[config.mk]
export PLATFORM = sky130hd
export DESIGN_NAME = nonaudio_sync_detect
export DESIGN_NICKNAME = d
export VERILOG_FILES = /design/src/rtl/nad_pkg.sv /design/src/rtl/nad_matcher.sv /design/src/rtl/nad_hold_timer.sv /design/src/rtl/nonaudio_sync_detect.sv
export SDC_FILE = /design/constraint.sdc
export NUM_CORES = 1
export LEC_CHECK = 0
export BUFFER_PORTS_ARGS = -buffer_cell sky130_fd_sc_hd__buf_2
export CAP_MARGIN = 20
export CORE_ASPECT_RATIO = 1.4
export CORE_MARGIN = 10
export CORE_UTILIZATION = 35
export DETAILED_ROUTE_END_ITERATION = 12
export GPL_ROUTABILITY_DRIVEN = 0
export SYNTH_ARGS = -nofsm -noshare
export SYNTH_HDL_FRONTEND = slang
export SYNTH_SLANG_ARGS = --single-unit
[constraint.sdc]
create_clock -name clk -period 1.6 [get_ports clk]
set_clock_uncertainty 0.1 [all_clocks]
set_input_delay 0.32 -clock clk [delete_from_list [all_inputs] [get_ports clk]]
set_output_delay 0.32 -clock clk [all_outputs]
set_load 0.1 [all_outputs]
[src/rtl/nad_pkg.sv]
package nad_pkg;
    localparam int WORD_W = 16;
    typedef logic [WORD_W-1:0] word_t;

    localparam word_t MARK_FIRST  = 16'hF872;
    localparam word_t MARK_SECOND = 16'h4E1F;
endpackage

[src/rtl/nad_matcher.sv]
module nad_matcher
    import nad_pkg::*;
#(
    parameter int ZERO_RUN = 4
) (
    input  logic  clk,
    input  logic  rst,
    input  word_t word,
    input  logic  valid,
    output logic  hit,
    output logic  pulse
);
    localparam int ZW = $clog2(ZERO_RUN + 1);
    localparam logic [ZW-1:0] ZFULL = ZW'(ZERO_RUN);

    typedef struct packed {
        logic [ZW-1:0] zeros;
        logic          got_mark;
        logic          pulse;
    } trk_t;

    trk_t trk_d, trk_q;
    logic hit_d;

    always_comb begin
        trk_d       = trk_q;
        trk_d.pulse = 1'b0;
        hit_d       = 1'b0;
        if (valid) begin
            if (trk_q.got_mark) begin
                trk_d.got_mark = 1'b0;
                if (word == MARK_SECOND) begin
                    hit_d       = 1'b1;
                    trk_d.pulse = 1'b1;
                    trk_d.zeros = '0;
                end else if (word == '0) begin
                    trk_d.zeros = ZW'(1);
                end else begin
                    trk_d.zeros = '0;
                end
            end else if (trk_q.zeros == ZFULL) begin
                if (word == '0) begin
                    trk_d.zeros = ZFULL;
                end else if (word == MARK_FIRST) begin
                    trk_d.got_mark = 1'b1;
                    trk_d.zeros    = '0;
                end else begin
                    trk_d.zeros = '0;
                end
            end else begin
                if (word == '0) begin
                    trk_d.zeros = trk_q.zeros + ZW'(1);
                end else begin
                    trk_d.zeros = '0;
                end
            end
        end
    end

    always_ff @(posedge clk) begin
        if (rst) begin
            trk_q <= '0;
        end else begin
            trk_q <= trk_d;
        end
    end

    assign hit   = hit_d;
    assign pulse = trk_q.pulse;
endmodule

[src/rtl/nad_hold_timer.sv]
module nad_hold_timer #(
    parameter int TIMEOUT_FRAMES = 4096
) (
    input  logic clk,
    input  logic rst,
    input  logic rearm,
    input  logic frame_tick,
    output logic active
);
    localparam int CNT_W = $clog2(TIMEOUT_FRAMES);
    localparam logic [CNT_W-1:0] LAST = CNT_W'(TIMEOUT_FRAMES - 1);

    typedef struct packed {
        logic [CNT_W-1:0] cnt;
        logic             active;
    } tmr_t;

    tmr_t tmr_d, tmr_q;

    always_comb begin
        tmr_d = tmr_q;
        if (rearm) begin
            tmr_d.cnt    = '0;
            tmr_d.active = 1'b1;
        end else if (frame_tick && tmr_q.active) begin
            if (tmr_q.cnt == LAST) begin
                tmr_d.cnt    = '0;
                tmr_d.active = 1'b0;
            end else begin
                tmr_d.cnt = tmr_q.cnt + CNT_W'(1);
            end
        end
    end

    always_ff @(posedge clk) begin
        if (rst) begin
            tmr_q <= '0;
        end else begin
            tmr_q <= tmr_d;
        end
    end

    assign active = tmr_q.active;
endmodule

[src/rtl/nonaudio_sync_detect.sv]
module nonaudio_sync_detect
    import nad_pkg::*;
#(
    parameter int ZERO_RUN       = 4,
    parameter int TIMEOUT_FRAMES = 4096
) (
    input  logic        clk,
    input  logic        rst,
    input  logic [15:0] word_in,
    input  logic        word_valid,
    input  logic        frame_strobe,
    input  logic        cs_bit1,
    output logic [15:0] word_out,
    output logic        auto_det,
    output logic        nonaudio,
    output logic        sync_pulse
);
    logic match_hit;

    nad_matcher #(
        .ZERO_RUN (ZERO_RUN)
    ) matcher_i (
        .clk   (clk),
        .rst   (rst),
        .word  (word_in),
        .valid (word_valid),
        .hit   (match_hit),
        .pulse (sync_pulse)
    );

    nad_hold_timer #(
        .TIMEOUT_FRAMES (TIMEOUT_FRAMES)
    ) timer_i (
        .clk        (clk),
        .rst        (rst),
        .rearm      (match_hit),
        .frame_tick (frame_strobe),
        .active     (auto_det)
    );

    assign nonaudio = auto_det | cs_bit1;
    assign word_out = word_in;
endmodule

==> impl_metrics.json, run 1 <==
{
  "yosys-top-cells-area": "dfxtp_1, buf_4, xor2_1",
  "startpoint_type": "flip-flop",
  "slew_viol_final": 0,
  "die-area_sq_mm": 0.00562,
  "synth-async-reset-ratio_pct": 0,
  "die_w_um": 66.3,
  "dp_hpwl_um": 2280,
  "grt_pass1_wl_um": 4760,
  "rows": 23,
  "tns_ns": 0,
  "pin_count": 40,
  "synthCells": 124,
  "powerDensity_mw_per_mm2": 728,
  "worst-path-buf-inv": 1,
  "synth_area_leader_cell": "dfxtp_1",
  "synth.most_common_cell": "dfxtp_1",
  "start_util_pct": 36.5,
  "cts.sinks": 18,
  "drv_cap": 0,
  "p_leak_nw": 0.631,
  "synthToLayoutAreaGrowth_pct": 41.2,
  "tightestPinTransition_ns": 0.494,
  "io_buffers": 39,
  "status": "complete, no violations",
  "fin_crit_ns": 1.56,
  "dpl_cell_area_sq_mm": 0.00137,
  "finalCritPeriodShare_pct": 97.7,
  "antenna_found_initial": 0,
  "netlist_area_sq_mm": 0.00105,
  "clock_path_buffers": 2,
  "synth_top_area_share_pct": 34.3,
  "cts_tree": "yes",
  "synth_nets": 148,
  "grt_max_degree": 11,
  "drc": 0,
  "final_nets": 191,
  "synth_ff_type": "dfxtp_1",
  "max-vdd-ir-drop_mv": 0.475,
  "stdcell_area_sq_mm": 0.00148,
  "via_per_inst": 5.14,
  "via_count": 1044,
  "syn_avg_cell_area_sq_um": 8.47,
  "cts.reportedPaths.clkPinSlew_ns": 0.07,
  "required_ns": 1.18,
  "cts_root_buf": "clkbuf_8",
  "cpPeakStageDelay_ns": 0.36,
  "max_slew_margin_pct": 67.3,
  "setup_violations": 0,
  "drive_gt1_share_pct": 42.8,
  "ys_seq_area_share_pct": 34.3,
  "max_freq_mhz": 640,
  "worstSkewPairLatency_ns": 0.26,
  "crit_path_end_kind": "output port",
  "final_antenna_net_count": 0,
  "die-height_um": 84.8,
  "drt-initial-drc-count": 18,
  "n_antenna_cell": 0,
  "core_area_sq_mm": 0.00288,
  "hold_path.class": "primary input to flip-flop",
  "crit_path_cell_trace": "or2_2 -> buf_4",
  "cp_max_fo": 7,
  "r2r_setup_slack_ns": 0.04,
  "cts-buffers-inserted": 3,
  "wirelength_um": 2870,
  "arrival_ns": 1.14,
  "grtUsageTotal_pct": 10.4,
  "yosysWarnings": 0,
  "nFillCells": 276,
  "htreeDepth": 1,
  "synth-edff-count": 0,
  "ys_seq_elements": 18,
  "crit_family": "flip-flops",
  "ys_types": 29,
  "wl_per_cell_um": 14.2,
  "grt.overflow.total": 0,
  "critPathKind": "flip-flop to output port",
  "dr.pass1.iters": 4,
  "netlist_top_cells_count": "dfxtp_1, buf_4, nor2_1, nand4_1, xor2_1",
  "grt_pass1_vias": 1107,
  "crit_slowest_cell": "dfxtp_4",
  "hold_viol": 0
}
stage by stage:
step | cells | utilization, % | power (mW) | setup slack (ns) | hold slack, ns
2_1_floorplan | 124 | - | 0.670 | 0.00344 | 0.279
3_5_place_dp | 197 | 47.6 | 0.753 | -0.231 | 0.406
6_report | 203 | 51.5 | 1.08 | 0.0369 | 0.244
3_3_place_gp | 197 | 47.6 | 0.751 | -0.142 | 0.391
5_1_grt | 203 | 51.5 | 1.12 | -0.0378 | 0.246
4_1_cts | 201 | 49.3 | 1.08 | 0.00745 | 0.230
routing by layer:
metal | share of wire [%] | GRT usage (%) | vias up
li1 | - | - | 512
met4 | 3.0 | 6.31 | 0
met2 | 49 | 16.4 | 44
met3 | 9.1 | 5.05 | 7
met5 | 0 | 0 | -
met1 | 38 | 10.6 | 481
what timing repair did:
action,in CTS,in global routing
gates resized for setup,1,10
setup buffers,0,2
pin swaps,0,4
endpoints found under the setup margin,1,3
hold buffers,0,0
report_power, final:
| group | switching (mW) | total (mW) | leakage [nW] | internal (mW) |
|---|---|---|---|---|
| sequential | 0.000000142 | 0.446 | 0.147 | 0.446 |
| combinational | 0.221 | 0.302 | 0.461 | 0.0814 |
| clock | 0.155 | 0.332 | 0.0228 | 0.177 |
| total | 0.375 | 1.08 | 0.631 | 0.704 |
flip-flops by register name, indices dropped and copies added (netlist names):
| name | count |
|---|---|
| timer_i.tmr_q | 12 |
| matcher_i.trk_q | 4 |
| matcher_i.pulse | 1 |
| timer_i.active | 1 |
area by class of cell:
cell class / instances / area [sq um] / area share, %
inverter: 4 / 15.0 / 1.01
timing repair buffer: 56 / 415 / 28.0
multi-input combinational: 84 / 594 / 40.1
tap: 37 / 46.3 / 3.12
clock buffer: 4 / 45.0 / 3.04
sequential: 18 / 367 / 24.7
worst reg2reg max path, stage by stage, from the launching register on:
cell,delay (ns)
dfxtp_2,0.33
inv_1,0.05
ha_2,0.19
nand2_2,0.07
a21oi_1,0.06
or4b_1,0.55
a21oi_2,0.14
path summary, 6_finish.rpt:
path         cells past startpoint                       startpoint                              end
max                              2      timer_i.active$_SDFFE_PP0P_                         nonaudio
min reg2reg                      2      timer_i.active$_SDFFE_PP0P_      timer_i.active$_SDFFE_PP0P_
max reg2reg                      6  matcher_i.trk_q[3]$_SDFFE_PP0P_  matcher_i.trk_q[2]$_SDFFE_PP0P_
min                              2                              rst      timer_i.active$_SDFFE_PP0P_
placed cells by master (no fill, tap or decap), drive strengths merged:
cell type  instances
mux2i              1
or4b               1
nand3              3
nand2b             2
or3                1
ha                 3
dfxtp             18
nor3               2
nor4               2
and4               5
a2111oi            1
nand4b             1
nand2              7
and2               3
and4b              2
and3b              1
buf               56
xor2              10
a41oi              2
nand4             10
clkbuf             4
nor2              16
o32ai              1
or2                2
a21oi              5
inv                4
a22oi              1
o21ai              2
cell families after synthesis:
kind of cell / after synthesis / synth area share (%)
compound gates: 12 / 7.98
xor+xnor: 10 / 8.34
fa+ha+maj: 3 / 3.58
buf+inv: 22 / 13.6
flops: 18 / 34.3
mux: 1 / 0.954
simple gates: 58 / 31.2
Power figures use the tool's default switching activity.
==> inputs of run 2 (changes only) <==
- MAX_ROUTING_LAYER: not set -> met4
==> run 2 against run 1 <==
Fmax hardly changed. Non-clock buffer count unchanged. Count of clock-buffer cells in the layout did not move. Utilization did not move. Critical path type unchanged. Combinational power about the same. Flip-flop and latch count unchanged. Total power decreased by 0.23%. Highest routed layer unchanged. Critical endpoint unchanged. Sequential power barely moved. Cell area unchanged.
==> impl_metrics.json, run 2 (synthesized netlist as in run 1, its figures left out) <==
{
  "status": "complete, no violations",
  "antenna_found_initial": 0,
  "dpl_cell_area_sq_mm": 0.00137,
  "nFillCells": 276,
  "drv_cap": 0,
  "p_leak_nw": 0.631,
  "stdcell_area_sq_mm": 0.00148,
  "top_regs": "timer_i.tmr_q (12), matcher_i.trk_q (4)",
  "arrival_ns": 1.14,
  "io_buffers": 39,
  "crit_slowest_cell": "dfxtp_4",
  "critPathKind": "flip-flop to output port",
  "grt_max_degree": 11,
  "clock_path_buffers": 2,
  "start_util_pct": 36.5,
  "max_freq_mhz": 640,
  "cts_root_buf": "clkbuf_8",
  "worstSkewPairLatency_ns": 0.25,
  "slew_viol_final": 0,
  "wirelength_um": 2880,
  "p_total_mw": 1.08,
  "synthToLayoutAreaGrowth_pct": 41.2,
  "grt_pass1_vias": 1109,
  "final_antenna_net_count": 0,
  "max-vdd-ir-drop_mv": 0.477,
  "place_ws_ns": -0.231,
  "hold_viol": 0,
  "die_w_um": 66.3,
  "tightestPinTransition_ns": 0.494,
  "final_common_cell": "buf_2",
  "via_count": 1053,
  "setup_violations": 0,
  "p_int_mw": 0.704,
  "fin_crit_ns": 1.56,
  "grtUsageTotal_pct": 10.7,
  "finalCritPeriodShare_pct": 97.6,
  "dp_hpwl_um": 2280,
  "n_antenna_cell": 0,
  "rows": 23,
  "final_nets": 191,
  "dr.pass1.iters": 4,
  "crit_path_end_kind": "output port",
  "top_register": "timer_i.tmr_q",
  "setup_ws_ns": 0.0380,
  "cp_max_fo": 7,
  "grt_pass1_wl_um": 4750,
  "p_seq_share_pct": 41.4,
  "die-height_um": 84.8,
  "powerDensity_mw_per_mm2": 727,
  "clkPwrFrac_pct": 30.5,
  "cts.sinks": 18,
  "startpoint_type": "flip-flop",
  "crit_path_cell_trace": "or2_2 -> buf_4",
  "cts-buffers-inserted": 3,
  "core_area_sq_mm": 0.00288,
  "cpPeakStageDelay_ns": 0.36,
  "hold_path.class": "primary input to flip-flop",
  "drt-initial-drc-count": 17,
  "comb_power_share_pct": 28.1,
  "htreeDepth": 1,
  "cts_tree": "yes",
  "final_cells": 203,
  "switchingPower_mw": 0.373,
  "cts.reportedPaths.clkPinSlew_ns": 0.07,
  "via_per_inst": 5.19,
  "hold_slack_ns": 0.247,
  "drive_gt1_share_pct": 42.8,
  "ctsHoldBuffers": 0,
  "final_cell_mix": "buf_2, buf_4, nor2_1",
  "switching_share_pct": 34.6,
  "wl_per_cell_um": 14.2,
  "pin_count": 40,
  "max_slew_margin_pct": 67.3,
  "largest_reg_flops": 12,
  "required_ns": 1.18,
  "placed_cells": 197,
  "grt.overflow.total": 0,
  "drc": 0,
  "die-area_sq_mm": 0.00562
}
run 2: final timing paths:
check	from	to	slack [ns]	depth (start not counted)
worst min-delay path	rst	timer_i.active$_SDFFE_PP0P_	0.25	2
worst max-delay path	timer_i.active$_SDFFE_PP0P_	nonaudio	0.04	2
worst min register to register	timer_i.active$_SDFFE_PP0P_	timer_i.active$_SDFFE_PP0P_	0.41	2
worst max register to register	matcher_i.trk_q[3]$_SDFFE_PP0P_	matcher_i.trk_q[2]$_SDFFE_PP0P_	0.04	6
run 2: power by group through the flow:
stage               registers, mW  clock network [mW]  logic, mW
floorplan                   0.456                   0      0.214
global placement            0.456                   0      0.295
detailed placement          0.456                   0      0.296
CTS                         0.446               0.340      0.298
global route                0.446               0.365      0.314
finish                      0.446               0.329      0.302
run 2: what timing repair did:
| item | in CTS | in global routing |
|---|---|---|
| gates resized for setup | 1 | 10 |
| pin swaps | 0 | 4 |
| setup buffers | 0 | 2 |
| endpoints found under the setup margin | 1 | 3 |
run 2: stage by stage:
stage	setup TNS, ns	util [%]
2_1_floorplan	0	-
3_3_place_gp	-0.204	47.6
3_5_place_dp	-0.309	47.6
4_1_cts	0	49.3
5_1_grt	-0.0464	51.5
6_report	0	51.5
run 2: critical path, delay by kind of cell, from the launching register on:
family                 cells  cell delay (ns)
buffers and inverters      1             0.23
DFF                        1             0.36
and+or+nand+nor            1             0.29
run 2: final cells by class:
type | count | area, sq um | area share (%)
clock buffers | 4 | 45.0 | 3.04
flip-flops and latches | 18 | 367 | 24.7
repair buffers | 56 | 415 | 28.0
inverters | 4 | 15.0 | 1.01
well taps | 37 | 46.3 | 3.12
multi-input cells | 84 | 594 | 40.1
run 2: per-layer routing:
metal	GRT usage, %	vias up	part of all wire [%]
li1	-	512	-
met1	11.3	489	40
met2	16.4	47	50
met3	3.86	5	6.9
met4	6.31	0	2.2
met5	-	-	0
